==> config.mk <==
export PLATFORM = sky130hd
export DESIGN_NAME = dpw_word_unit
export DESIGN_NICKNAME = d
export VERILOG_FILES = /design/src/rtl/dpw_pkg.sv /design/src/rtl/dpw_seq.sv /design/src/rtl/dpw_word_step.sv /design/src/rtl/dpw_flag_eval.sv /design/src/rtl/dpw_word_unit.sv
export SDC_FILE = /design/constraint.sdc
export NUM_CORES = 1
export LEC_CHECK = 0
export CORE_MARGIN = 3
export CORE_UTILIZATION = 44
export CTS_BUF_LIST = sky130_fd_sc_hd__clkbuf_4 sky130_fd_sc_hd__clkbuf_8
export DETAILED_ROUTE_END_ITERATION = 8
export PLACE_DENSITY = 0.74
export SETUP_SLACK_MARGIN = 0.4
export SYNTH_ARGS = -nofsm -noshare
export SYNTH_HDL_FRONTEND = slang
export SYNTH_SLANG_ARGS = --single-unit
==> constraint.sdc <==
create_clock -name clk -period 2.2 [get_ports clk]
set_clock_uncertainty 0.15 [all_clocks]
set_input_delay 0.33 -clock clk [delete_from_list [all_inputs] [get_ports clk]]
set_output_delay 0.33 -clock clk [all_outputs]
set_load 0.005 [all_outputs]
==> src/rtl/dpw_pkg.sv <==
package dpw_pkg;

    typedef enum logic [2:0] {
        PH_IDLE = 3'd0,
        PH_OFS  = 3'd1,
        PH_RLO  = 3'd2,
        PH_WLO  = 3'd3,
        PH_RHI  = 3'd4,
        PH_WHI  = 3'd5
    } phase_e;

    localparam logic [7:0] OPC_WINC = 8'h3A;
    localparam logic [7:0] OPC_WDEC = 8'h1A;

    function automatic logic opc_known(input logic [7:0] opc);
        return (opc == OPC_WINC) || (opc == OPC_WDEC);
    endfunction

endpackage

==> src/rtl/dpw_seq.sv <==
module dpw_seq
    import dpw_pkg::*;
(
    input  phase_e phase_q,
    input  logic   launch,
    output phase_e phase_d
);
    always_comb begin
        phase_d = phase_q;
        unique case (phase_q)
            PH_IDLE: phase_d = launch ? PH_OFS : PH_IDLE;
            PH_OFS:  phase_d = PH_RLO;
            PH_RLO:  phase_d = PH_WLO;
            PH_WLO:  phase_d = PH_RHI;
            PH_RHI:  phase_d = PH_WHI;
            PH_WHI:  phase_d = PH_IDLE;
            default: phase_d = PH_IDLE;
        endcase
    end
endmodule

==> src/rtl/dpw_word_step.sv <==
module dpw_word_step
    import dpw_pkg::*;
#(
    parameter int DW = 8,
    localparam int WW = 2 * DW
) (
    input  phase_e          phase_q,
    input  logic            dec_q,
    input  logic [DW-1:0]   rdata,
    input  logic [WW-1:0]   acc_q,
    output logic [WW-1:0]   acc_d
);
    logic [WW-1:0] seed;
    logic [WW-1:0] delta;

    always_comb begin
        seed  = {{DW{1'b0}}, rdata};
        delta = dec_q ? {WW{1'b1}} : WW'(1);
        acc_d = acc_q;
        if (phase_q == PH_RLO) begin
            acc_d = seed + delta;
        end else if (phase_q == PH_RHI) begin
            acc_d = acc_q + {rdata, {DW{1'b0}}};
        end
    end
endmodule

==> src/rtl/dpw_flag_eval.sv <==
module dpw_flag_eval #(
    parameter int WW = 16
) (
    input  logic [WW-1:0] word,
    output logic          neg,
    output logic          zero
);
    always_comb begin
        neg  = word[WW-1];
        zero = (word == '0);
    end
endmodule

==> src/rtl/dpw_word_unit.sv <==
module dpw_word_unit
    import dpw_pkg::*;
#(
    parameter int DW = 8
) (
    input  logic          clk,
    input  logic          rst_n,
    input  logic          start,
    input  logic [7:0]    opcode,
    output logic          busy,
    output logic          done,
    output logic          pc_req,
    input  logic [DW-1:0] pc_byte,
    output logic [DW-1:0] mem_addr,
    output logic          mem_rd,
    output logic          mem_wr,
    output logic [DW-1:0] mem_wdata,
    input  logic [DW-1:0] mem_rdata,
    output logic          flag_n,
    output logic          flag_z
);
    localparam int WW = 2 * DW;

    typedef struct packed {
        phase_e        phase;
        logic [DW-1:0] off;
        logic [WW-1:0] acc;
        logic          dec;
        logic          n;
        logic          z;
        logic          done;
    } unit_st_t;

    unit_st_t      s_d;
    unit_st_t      s_q;
    phase_e        phase_nx;
    logic [WW-1:0] acc_nx;
    logic          launch;
    logic          res_n;
    logic          res_z;

    assign launch = start && opc_known(opcode);

    dpw_seq u_seq (
        .phase_q (s_q.phase),
        .launch  (launch),
        .phase_d (phase_nx)
    );

    dpw_word_step #(.DW(DW)) u_step (
        .phase_q (s_q.phase),
        .dec_q   (s_q.dec),
        .rdata   (mem_rdata),
        .acc_q   (s_q.acc),
        .acc_d   (acc_nx)
    );

    dpw_flag_eval #(.WW(WW)) u_flags (
        .word (s_q.acc),
        .neg  (res_n),
        .zero (res_z)
    );

    always_comb begin
        s_d       = s_q;
        s_d.phase = phase_nx;
        s_d.acc   = acc_nx;
        s_d.done  = 1'b0;
        pc_req    = 1'b0;
        mem_rd    = 1'b0;
        mem_wr    = 1'b0;
        mem_addr  = s_q.off;
        mem_wdata = '0;
        unique case (s_q.phase)
            PH_IDLE: begin
                if (launch) begin
                    s_d.dec = (opcode == OPC_WDEC);
                end
            end
            PH_OFS: begin
                pc_req  = 1'b1;
                s_d.off = pc_byte;
            end
            PH_RLO: begin
                mem_rd = 1'b1;
            end
            PH_WLO: begin
                mem_wr    = 1'b1;
                mem_wdata = s_q.acc[DW-1:0];
                s_d.off   = s_q.off + DW'(1);
            end
            PH_RHI: begin
                mem_rd = 1'b1;
            end
            PH_WHI: begin
                mem_wr    = 1'b1;
                mem_wdata = s_q.acc[WW-1:DW];
                s_d.n     = res_n;
                s_d.z     = res_z;
                s_d.done  = 1'b1;
            end
            default: ;
        endcase
    end

    always_ff @(posedge clk or negedge rst_n) begin
        if (!rst_n) begin
            s_q <= '{phase: PH_IDLE, off: '0, acc: '0, dec: 1'b0,
                     n: 1'b0, z: 1'b0, done: 1'b0};
        end else begin
            s_q <= s_d;
        end
    end

    assign busy   = (s_q.phase != PH_IDLE);
    assign done   = s_q.done;
    assign flag_n = s_q.n;
    assign flag_z = s_q.z;

endmodule

# == Yosys cells after proc, flatten, opt, wreduce, memory -nomap -nowiden ==
# Index checks and enable logic that the tools add are counted.
# classes
add_sub_neg,3
reduce_logical,10
n_eq_ne,7
mux,11
# op_table
cell,n
2-to-1 mux 16 bit,3
case mux 8 bit (2 select lines),2
adder 16 bit,1
adder 8 x 16 -> 16 bit,1
logical NOT 16 bit,1
case mux 3 bit (5 select lines),1
adder 8 x 1 -> 8 bit (second input constant),1
== test 8 x 5 -> 1 bit (second input constant),1
== test 8 x 6 -> 1 bit (second input constant),1
== test 3 x 2 -> 1 bit (second input constant),2
== test 3 bit (second input constant),2
2-to-1 mux 1 bit,5
nonzero test 2 bit,2
OR reduction 2 bit,2
== test 3 x 1 -> 1 bit (second input constant),1
logical NOT 3 bit,1
nonzero test 3 bit,1
AND reduction 2 bit,1
logical AND 1 bit,1
logical OR 1 bit,1
# word_totals
elab_cells,38
register_bits,31
inputBits,27
output_inout_bits,23

# == Logic depth before layout (Yosys ltp) ==
# logic_depth
depth_word,5
mapped_depth,10
mapped_depth_nobuf,10

# == Hierarchy ==
# A second synthesis with hierarchy kept.
# hier_totals
cells_unflattened,274
hier_area_um2,2529.9
# by_module_without_submodules
module,area_each_um2,cells_each,seq_area_each_um2,instances
dpw_word_unit,1405.1,120,775.7,1
dpw_word_step,1042.2,141,0.0,1
dpw_flag_eval,41.3,6,0.0,1
dpw_seq,41.3,7,0.0,1

# == Least setup slack after synthesis ==
# No wires, ideal clock.
# synth_path
path_type,reg2reg
startpoint,register s_q[3] (netlist bit)
endpoint,register s_q[18] (netlist bit)
required_time_ns,1.924
n_path_buf,0
synth_period_minus_slack_ns,2.309
path_slack_ns,-0.109
stages_incl_launch_ff,10
arrival_time_ns,2.033
setup_time_ns,0.126
cell_sequence,dfrtp_1 -> inv_2 -> fa_1 -> nor2b_1 -> o21ai_2 -> a21boi_2 -> o211ai_1 -> a21oi_1 -> nor4_1 -> a221o_1
# synth_via
elab_chain_len,3
# synth_rtl
element,line_no,rtl
from (decl),dpw_word_unit.sv:35,unit_st_t s_q;
from (signal assigned),dpw_word_unit.sv:108,"s_q <= '{phase: PH_IDLE, off: '0, acc: '0, dec: 1'b0,"
2-to-1 mux 16 bit,dpw_word_step.sv:18,delta = dec_q ? {WW{1'b1}} : WW'(1);
adder 8 x 16 -> 16 bit,dpw_word_step.sv:21,acc_d = seed + delta;
2-to-1 mux 16 bit,dpw_word_step.sv:20,if (phase_q == PH_RLO) begin
# No other way between the ends.
# A chain may end at the register's enable or synchronous reset.

# == Worst setup path in the final report ==
# layout_path
startpoint,register s_q[3] (netlist bit)
endpoint,register s_q[17] (netlist bit)
# Same word-level chain as after synthesis.

==> impl_metrics.tcl <==
set metrics [dict create \
    design.portCount 50 \
    wl_per_cell_um 16.34 \
    syn-mean-instance-area_um2 8.852 \
    critical_path.max_fanout 7 \
    num-nets-final 402 \
    worst_ir_drop_vdd_uv 715.7 \
    setup.worst_path.end "s_q[17]$_DFFE_PN0P_" \
    fin_area_um2 3522 \
    grt_remaining_overflow 0 \
    yosys_reg_bits 31 \
    ys_dominant_reg_cell "dfrtp_1" \
    final_cell_count_no_fill 423 \
    grt_start_max_net_pins 32 \
    ys_async_sr_fraction_pct 100.0 \
    drive_gt1_share_pct 35.67 \
    die_width_um 77.63 \
    cell_by_cell_trace_of_the_critical_path "ha_4, o21ai_1, o21ai_1, a21o_1, a21o_4, a21oi_4, and3_4, a221o_1" \
    grt_pass1_vias 2192 \
    register_to_register_setup_slack_ps -230 \
    synth-edff-count 0 \
    cts_root_buffer "clkbuf_8" \
    layout.filler_cells 368 \
    ys.warnings.count 0 \
    slew_viol_final 0 \
    die_height_um 77.63 \
    post_route_setup_slack_ps -227.2 \
    cts_hold_buf 0 \
    vias 2324 \
    crit_arrival_ps 2500 \
    dp_cells 396 \
    synth.yosys.seq_area_share_pct 34.37 \
    grt_antenna_before_repair 0 \
    fp.coreArea_um2 4848 \
    start_util_pct 46.55 \
    placed_area_um2 3083 \
    p_clk_share_pct 10.9 \
    power.combinational.fraction_pct 62.6 \
    finalWeightedCongestion 0.8672 \
    power.density_nw_per_um2 1195 \
    rows 25 \
    power.net_switching_uw 1694 \
    critical_path.top_delay_family "compound AO/OA/AOI/OAI gates" \
    maximum_clock_insertion_buffer_count 2 \
    fp.dieArea_um2 6026 \
    hpwlAfterDp_um 4709 \
    final_period_minus_worst_setup_slack_ps 2427 \
    clkTransAtPathRegs_ps 70 \
    mappedNetlistArea_um2 2257 \
    cts_tree "built" \
    synth_fp_nets 301 \
    synthDominantCellAreaShare_pct 34.37 \
    worstSetupPathType "flop to flop" \
    drt.antenna.violating_nets 0 \
    worst_slew_pin_slew_ps 410.4 \
    timing.critical_path.required_ps 2270 \
    port_bufs 49 \
    setup_crit_start_kind "flop" \
    power_switching_share_pct 40.26 \
    power.static_leakage_uw 0.001647 \
    critical_path.n_buffers_inverters 0 \
    final_hold_viols 0 \
    placement_stage_worst_setup_slack_ps -583.6 \
    slew_headroom_pct 72.64 \
    synth_cells 255 \
    cts_inserted_buffers 5 \
    ys_top_cells_by_area "dfrtp_1 (34%), ha_1 (9.4%), nand2_1 (4.2%), nor2b_1 (3.9%), a21oi_1 (3.1%)" \
    timing.critical_path.mode_cell "o21ai_1" \
    crit_path_start "s_q[3]$_DFFE_PN0P_" \
    avgViaCountPerCell 5.494 \
    num_antenna_cells 0 \
    ys_top_cells_by_count "dfrtp_1 (31), nand2_1 (25), ha_1 (17), a21oi_1 (14), nor2b_1 (14)" \
    yosys.cell_types.count 47 \
    p_int_uw 2513 \
    synth_largest_area_cell "dfrtp_1" \
    area_delta_synth_final_pct 56.04 \
    crit_path_max_delay_cell_type "dfrtp_2" \
    capture_point_of_the_worst_reg_to_reg_path "s_q[17]$_DFFE_PN0P_" \
    cp.depth 8 \
    critical-path-max-stage-delay_ps 510 \
    timing.critical_path.to_type "flop" \
    run_status "finished with violations" \
    pwr-share-seq_pct 26.5 \
    drt_pass1_iterations 4 \
    worst_skew_pair.late_latency_ps 290 \
    hold_path.class "input pin to async pin" \
    max_freq_mhz 412.0 \
    finalSetupViolations 10 \
    wire_length_of_the_first_global_routing_pass_um 10620 \
    drc_errors 0 \
    grt_setup_unrepaired "true" \
    clock_sinks 31 \
    totalWireLength_um 6912 \
    first_iter_violations 147 \
    r2r-start "s_q[3]$_DFFE_PN0P_" \
    violations "setup timing" \
    worst_r2r_path_depth 8 \
    grt_util_all_layers_pct 22.16 \
    post-synth-top-count-cell "dfrtp_1" \
    clock_tree.htree_level_count 2 \
    period_share_pct 110.3 \
    max-cap-violations 0 \
]
registers in the layout, summed over array words and instances (netlist names):
name and flops:
mem_addr 8, flag_z 1, flag_n 1, s_q 20, done 1
cells by family (layout without fill, tap and decap cells):
logic type | after synthesis | count (layout) | share of synthesized area, %
compound gates | 78 | 78 | 23.61
xor+xnor | 11 | 11 | 4.268
fa+ha+maj | 19 | 19 | 11.20
buf+inv | 30 | 131 | 6.374
flops | 31 | 31 | 34.37
mux | 3 | 3 | 1.386
simple gates | 83 | 83 | 18.79
cells in the final DEF, fill, tap and decap left out, drive strengths merged, types with 2 or more instances in the layout:
cell type,netlist,layout
a22oi,8,8
xnor2,7,7
o22ai,6,6
o21ai,23,23
or3,3,3
clkbuf,7,9
a21oi,18,18
nand3,8,8
nor4,6,6
a21o,7,7
dlymetal6s2s,0,2
dlygate4sd2,0,4
ha,17,17
clkdlybuf4s50,0,34
a221o,2,2
nand2b,4,4
o31ai,2,2
xor2,4,4
and3,7,7
buf,10,68
nor2,10,10
inv,13,13
fa,2,2
o21a,2,2
o211ai,3,3
nor2b,14,14
nand4,3,3
nand2,25,25
mux2i,2,2
a211oi,2,2
dfrtp,31,31
power groups by stage:
| stage | logic (µW) | registers [µW] | clock network, µW |
|---|---|---|---|
| 5_1_grt | 2860 | 1150 | 483 |
| 4_1_cts | 2290 | 1080 | 463 |
| 3_3_place_gp | 2060 | 1070 | 0 |
| 2_1_floorplan | 1290 | 1010 | 0 |
| 3_5_place_dp | 2110 | 1080 | 0 |
| 6_report | 2630 | 1110 | 459 |
metrics by stage:
stage	total power (µW)	TNS, ps	hold WS [ps]	utilization (%)
global placement	3131	-3588	324.7	63.59
detailed placement	3191	-4437	339.0	63.59
finish	4207	-1174	292.8	72.65
global route	4496	-1949	333.8	72.65
floorplan	2307	0	-115.6	-
CTS	3828	-410.4	303.4	68.83
how the worst min path moves through the flow:
stage	slack, ps	end	start	cells past startpoint
floorplan	-120	done$_DFF_PN0_	rst_n	0
global placement	320	flag_z$_DFFE_PN0P_	flag_z$_DFFE_PN0P_	2
detailed placement	340	flag_z$_DFFE_PN0P_	flag_z$_DFFE_PN0P_	2
CTS	300	s_q[18]$_DFFE_PN0P_	rst_n	2
global route	330	s_q[15]$_DFFE_PN0P_	rst_n	2
finish	290	s_q[18]$_DFFE_PN0P_	rst_n	2
layer usage:
| layer | vias to the layer above | share of wire [%] | GRT usage, % |
|---|---|---|---|
| met3 | 16 | 7.2 | 3.596 |
| li1 | 1110 | - | - |
| met1 | 1108 | 41 | 29.03 |
| met2 | 90 | 49 | 36.90 |
| met4 | 0 | 3.1 | 7.651 |
| met5 | - | 0 | 0 |
final cells by class:
class	instances	area (µm²)	share of cell area, %
Clock buffer	6	82.58	2.345
Clock inverter	1	5.005	0.1421
Inverter	13	51.30	1.456
Multi-Input combinational cell	194	1555	44.16
Sequential cell	31	778.2	22.10
Tap cell	67	83.83	2.380
Timing Repair Buffer	111	965.9	27.42
worst register-to-register path, cell delays in order (launching register included):
cell     delay, ps
dfrtp_2        510
ha_4           290
o21ai_1        250
o21ai_1        170
a21o_1         230
a21o_4         250
a21oi_4        190
and3_4         210
a221o_1        120
repair_timing:
item,in CTS,in global routing
cloned,1,0
setup endpoints to repair,25,25
buffers inserted,9,10
pin swaps,17,12
resized for setup,40,52
Note: power is estimated with default switching activity, not from simulation.
